$ cat src/rtl/rdo_pkg.sv
package rdo_pkg;
   localparam int unsigned RDO_LANE_W_DEF = 8;
   localparam int unsigned RDO_LANES_DEF  = 2;

   typedef enum logic {
      RDO_FLOW = 1'b0,
      RDO_PIPE = 1'b1
   } rdo_mode_e;

   function automatic logic rdo_enabled(input logic act_lo, input logic act_hi);
      return (!act_lo) && act_hi;
   endfunction
endpackage

$ cat src/rtl/rdo_ctl_reg.sv
module rdo_ctl_reg #(
   parameter int unsigned LANES = 2
) (
   input  logic             clk,
   input  logic             rst_n,
   input  logic             en_in,
   input  logic             rd_in,
   input  logic [LANES-1:0] lane_in,
   output logic             en_q1,
   output logic             en_q2,
   output logic             rd_q1,
   output logic             rd_q2,
   output logic [LANES-1:0] lane_q
);
   always_ff @(posedge clk or negedge rst_n) begin
      if (!rst_n) begin
         en_q1  <= 1'b0;
         en_q2  <= 1'b0;
         rd_q1  <= 1'b0;
         rd_q2  <= 1'b0;
         lane_q <= '0;
      end else begin
         en_q1  <= en_in;
         en_q2  <= en_q1;
         rd_q1  <= rd_in;
         rd_q2  <= rd_q1;
         lane_q <= lane_in;
      end
   end

   // second enable stage lags the first by exactly one edge
   assert_en_chain_R6: assert property (@(posedge clk) disable iff (!rst_n)
      $past(en_q1) |-> en_q2);
endmodule

$ cat src/rtl/rdo_data_reg.sv
module rdo_data_reg #(
   parameter int unsigned DATA_W = 16
) (
   input  logic              clk,
   input  logic              rst_n,
   input  logic              hold,
   input  logic [DATA_W-1:0] d_in,
   output logic [DATA_W-1:0] d_q
);
   always_ff @(posedge clk or negedge rst_n) begin
      if (!rst_n)     d_q <= '0;
      else if (!hold) d_q <= d_in;
   end

   // a held edge leaves the register unchanged
   assert_hold_keeps_R9: assert property (@(posedge clk) disable iff (!rst_n)
      $past(hold) |-> $stable(d_q));
endmodule

$ cat src/rtl/rdo_lane_gate.sv
module rdo_lane_gate #(
   parameter int unsigned LANES = 2
) (
   input  logic             port_on,
   input  logic             oe_n,
   input  logic [LANES-1:0] lane_q,
   output logic [LANES-1:0] drv
);
   for (genvar i = 0; i < LANES; i++) begin : g_lane
      assign drv[i] = port_on && lane_q[i] && !oe_n;
   end
endmodule

$ cat src/rtl/rdo_out_stage.sv
module rdo_out_stage
   import rdo_pkg::*;
#(
   parameter int unsigned LANE_W = RDO_LANE_W_DEF,
   parameter int unsigned LANES  = RDO_LANES_DEF,
   localparam int unsigned DATA_W = LANE_W * LANES
) (
   input  logic              clk,
   input  logic              rst_n,
   input  logic              pipe_mode,
   input  logic              cs_n,
   input  logic              cs,
   input  logic [LANES-1:0]  lane_sel_n,
   input  logic              wr,
   input  logic              addr_hold,
   input  logic              oe_n,
   input  logic [DATA_W-1:0] rd_data,
   output logic [DATA_W-1:0] dout,
   output logic [LANES-1:0]  lane_drv
);
   if (LANE_W < 1) begin : g_bad_w
      $error("rdo_out_stage: LANE_W must be at least 1");
   end
   if (LANES < 1) begin : g_bad_l
      $error("rdo_out_stage: LANES must be at least 1");
   end

   logic             en_now;
   logic             en_q1, en_q2, rd_q1, rd_q2;
   logic [LANES-1:0] lane_q;
   logic [DATA_W-1:0] pipe_q;
   logic             port_on;
   rdo_mode_e        mode;

   assign mode   = rdo_mode_e'(pipe_mode);
   assign en_now = rdo_enabled(cs_n, cs);

   rdo_ctl_reg #(.LANES(LANES)) u_ctl (
      .clk    (clk),
      .rst_n  (rst_n),
      .en_in  (en_now),
      .rd_in  (!wr),
      .lane_in(~lane_sel_n),
      .en_q1  (en_q1),
      .en_q2  (en_q2),
      .rd_q1  (rd_q1),
      .rd_q2  (rd_q2),
      .lane_q (lane_q)
   );

   rdo_data_reg #(.DATA_W(DATA_W)) u_data (
      .clk  (clk),
      .rst_n(rst_n),
      .hold (addr_hold),
      .d_in (rd_data),
      .d_q  (pipe_q)
   );

   always_comb begin
      if (mode == RDO_PIPE) begin
         port_on = en_q2 && rd_q2;
         dout    = pipe_q;
      end else begin
         port_on = en_q1 && rd_q1;
         dout    = rd_data;
      end
   end

   rdo_lane_gate #(.LANES(LANES)) u_gate (
      .port_on(port_on),
      .oe_n   (oe_n),
      .lane_q (lane_q),
      .drv    (lane_drv)
   );

   assert_oe_off_R8: assert property (@(posedge clk) disable iff (!rst_n)
      oe_n |-> (lane_drv == '0));

   assert_flow_disable_R5: assert property (@(posedge clk) disable iff (!rst_n)
      (!pipe_mode && $past(!en_now)) |-> (lane_drv == '0));

   assert_pipe_disable_R6: assert property (@(posedge clk) disable iff (!rst_n)
      (pipe_mode && $past(!en_now, 2)) |-> (lane_drv == '0));

   assert_flow_write_R7: assert property (@(posedge clk) disable iff (!rst_n)
      (!pipe_mode && $past(wr)) |-> (lane_drv == '0));

   assert_pipe_write_R7: assert property (@(posedge clk) disable iff (!rst_n)
      (pipe_mode && $past(wr, 2)) |-> (lane_drv == '0));

   assert_pipe_hold_R9: assert property (@(posedge clk) disable iff (!rst_n)
      (pipe_mode && $past(addr_hold)) |-> $stable(dout));

   for (genvar i = 0; i < LANES; i++) begin : g_lane_chk
      assert_lane_off_R4: assert property (@(posedge clk) disable iff (!rst_n)
         $past(lane_sel_n[i]) |-> !lane_drv[i]);
   end
endmodule

$ cat config.mk
export PLATFORM = sky130hd
export DESIGN_NAME = rdo_out_stage
export DESIGN_NICKNAME = d
export VERILOG_FILES = /design/src/rtl/rdo_pkg.sv /design/src/rtl/rdo_ctl_reg.sv /design/src/rtl/rdo_data_reg.sv /design/src/rtl/rdo_lane_gate.sv /design/src/rtl/rdo_out_stage.sv
export SDC_FILE = /design/constraint.sdc
export NUM_CORES = 1
export LEC_CHECK = 0
export ABC_AREA = 1
export BUFFER_PORTS_ARGS = -buffer_cell sky130_fd_sc_hd__buf_2
export CAP_MARGIN = 20
export CORE_ASPECT_RATIO = 1.2
export CORE_MARGIN = 5
export CORE_UTILIZATION = 50
export DETAILED_ROUTE_END_ITERATION = 16
export GPL_TIMING_DRIVEN = 0
export HOLD_SLACK_MARGIN = 0.1
export PLACE_DENSITY = 0.82
export SLEW_MARGIN = 15
export SYNTH_ARGS = -nofsm -noshare
export SYNTH_HDL_FRONTEND = slang
export SYNTH_HIERARCHICAL = 1
export SYNTH_SLANG_ARGS = --single-unit
$ cat constraint.sdc
create_clock -name clk -period 1.5 [get_ports clk]
set_clock_uncertainty 0.2 [all_clocks]
set_input_delay 0.3 -clock clk [delete_from_list [all_inputs] [get_ports clk]]
set_output_delay 0.3 -clock clk [all_outputs]
set_load 0.01 [all_outputs]
==> flow_summary.ini <==
[final_layout]
inserted_diodes = 0
fillers = 151
layout-area-overhead-vs-synth_pct = 54.25
post_route_cells_drive_above_1_share_pct = 34.26
most_common_cell_after_layout_fill_and_taps_aside = sky130_fd_sc_hd__nand2_1
final_cell_mix = sky130_fd_sc_hd__nand2_1 (89), sky130_fd_sc_hd__buf_2 (40), sky130_fd_sc_hd__dlygate4sd3_1 (23)
nets = 243
finalInstanceArea_mm2 = 0.001679
post-route-util_pct = 81.04

[routing]
drtAntennaViolNets = 0
route.detailed.wl_per_inst_um = 12.24
detailedRoute.firstIterationViolations = 40
num_vias = 1151
drt-total-wl_um = 3012
drc = 0
drt-vias-per-instance = 4.679
drt_pre_antenna_iters = 7

[floorplanning]
initial_utilization_pct = 52.54
floorplan.io_pins = 44
floorplan.die.width_um = 52.60
die-area_mm2 = 0.003214
core_mm2 = 0.002072
dieHeight_um = 61.11
rows = 18

[worst_setup_path]
crit_path_frequent_cell = sky130_fd_sc_hd__nand2_1
r2r-end = u_data/d_q[2]
cp.depth = 5
endpoint_kind = primary output
worst_path_dominant_cell_family = flip-flops
timing.critical_path.slowest_stage_cell = sky130_fd_sc_hd__dfrtp_1
crit_end = lane_drv[0]
timing.reg2reg.setup_slack_ns = 0.55
critical_path.cell_chain = nand3_1 -> nand2_1 -> nand2_1 -> nor2_1 -> buf_2
worstSetupPathType = reg -> out
critical_path_peak_fanout = 2
worstSetupStartpoint = u_ctl/en_q1
critical_path_required_ns = 1.00
launch_instance_of_the_worst_register_to_register_path = u_data/d_q[2]
cp_data_arrival_time_ns = 1.09
timing.critical_path.slowest_cell_delay_ns = 0.37
timing.critical_path.from_type = flip-flop
cp.buffers_inverters = 1
worstRegToRegCells = 3

[power]
powerDensity_mw_per_mm2 = 792.8
static-leakage-power_nw = 0.9769
max_ir_drop_vdd_mv = 0.7555

[sta]
tmin_final_ns = 1.588
worst_pin_slew_ns = 0.4784
relSlewSlack_pct = 68.11
finalCritPeriodShare_pct = 105.9
fin_ws_ns = -0.08823
slew_violations = 0
finalSetupViolCount = 2
final-hold-violation-count = 0
grt_setup_unrepaired = true
maxClockFrequency_mhz = 629.6

[clocking]
clkLatencyLatePin_ns = 0.31
h_tree_level_count = 1
clkSinkCount = 22
clk_root_buffer_cell = sky130_fd_sc_hd__clkbuf_4
cts_tree = done
clkSlewWorstSetupHoldPaths_ns = 0.12
max-clock-path-buffers = 2
numCtsBuffers = 3

[global_routing]
globalRouteTotalUtil_pct = 19.90
grt_max_degree = 23
first_global_vias = 1167
number_of_antenna_violations_at_the_first_check_in_global_routing = 0
overflow = 0
first_pass_grt_wire_length_um = 4802

[logic_synthesis]
yosys.area_share.adder_pct = 0
synth.yosys.warnings = 6
postSynthRegisterBits = 22
compound_gate_fraction_of_synth_area_pct = 0
yosysSeqAreaShare_pct = 50.57
synthesis.area_per_instance_um2 = 7.888
synth.distinct_cells = 13
postSynthCellCount = 138
synth_top_family_by_area = simple AND/OR/NAND/NOR gates
synthesis.area_mm2 = 0.001089
synthesis.nets = 164
post_synth_xor_area_fraction_pct = 0
simple_logic_cell_fraction_of_the_synthesized_area_pct = 38.62
synthMuxAreaShare_pct = 0

[placement]
gpl.final_weighted_congestion = 0.7426
place_area_mm2 = 0.001331
placement.io_buffers = 41
post-dp-hpwl_um = 1847

[hold_path]
hold_path_class = reg -> reg

[status]
violations_in_the_final_reports = setup timing
outcome = finished with violations

[run]
max-cap-violations = 0
==> registers in the layout (all words and copies together), names as in the netlist <==
signal / flops
u_ctl/en_q1: 1
u_ctl/rd_q1: 1
u_data/d_q: 16
u_ctl/lane_q: 2
u_ctl/en_q2: 1
u_ctl/rd_q2: 1
==> cells in the mapped netlist (all sizes together) <==
library cell	instances	share of area, %
dfrtp	22	51
clkbuf	1	1.3
inv	6	3.2
buf	5	6.3
nand2	99	36
nor2	3	1.3
nand3	2	0.92
==> layer usage <==
layer / part of all wire (%) / track usage [%] / vias up
met2: 57 / 41.31 / 46
met4: 2.0 / 8.029 / 0
li1: - / - / 567
met1: 35 / 19.25 / 530
met3: 5.5 / 2.421 / 8
met5: 0 / 0 / -
==> worst min path at each step <==
stage | end | start | depth (start not counted) | slack [ns]
finish | u_ctl/rd_q2 | u_ctl/rd_q1 | 0 | 0.20
detailed placement | u_data/d_q[4] | rst_n | 1 | 0.09
floorplan | u_ctl/en_q1 | rst_n | 0 | -0.20
global placement | u_data/d_q[14] | rst_n | 1 | 0.08
CTS | u_ctl/rd_q2 | u_ctl/rd_q1 | 0 | 0.19
global route | u_ctl/rd_q2 | u_ctl/rd_q1 | 0 | 0.21
==> where the power goes <==
group	leakage [nW]	total, mW	switching, mW	internal, mW
clock	0.0210	0.326	0.178	0.148
sequential	0.267	0.662	0.0236	0.639
combinational	0.689	0.343	0.166	0.176
total	0.977	1.33	0.368	0.964
==> cells by family (layout without fill, tap and decap cells) <==
group / Yosys count / in the layout
and+or+nand+nor: 104 / 104
DFF: 22 / 22
buffers and inverters: 12 / 90
==> area by class of cell <==
cell class	instances	area (µm²)	share of cell area [%]
Clock buffer	4	36.28	2.161
Sequential cell	22	550.5	32.79
Timing Repair Buffer	74	516.7	30.77
Inverter	6	35.03	2.086
Buffer	6	82.58	4.918
Multi-Input combinational cell	104	420.4	25.04
Tap cell	30	37.54	2.235
==> through the flow <==
stage | setup slack [ns] | hold WS [ns] | std cells | power [mW] | TNS [ns]
6_report | -0.08823 | 0.2002 | 246 | 1.331 | -0.1761
5_1_grt | -0.1829 | 0.2052 | 246 | 1.401 | -0.4977
4_1_cts | -0.09331 | 0.1908 | 237 | 1.299 | -0.1814
3_5_place_dp | 0.09656 | 0.08632 | 209 | 0.9294 | 0
3_3_place_gp | 0.09766 | 0.07697 | 209 | 0.9157 | 0
2_1_floorplan | 0.1863 | -0.1956 | 138 | 0.8145 | 0
==> what timing repair did <==
action | CTS | global route
hold buffers | 23 | 0
resized for setup | 0 | 1
setup endpoints to repair | 2 | 15
buffers inserted | 1 | 9
endpoints found under the hold margin | 42 | 0
pin swaps | 2 | 18
Power figures use the tool's default switching activity.
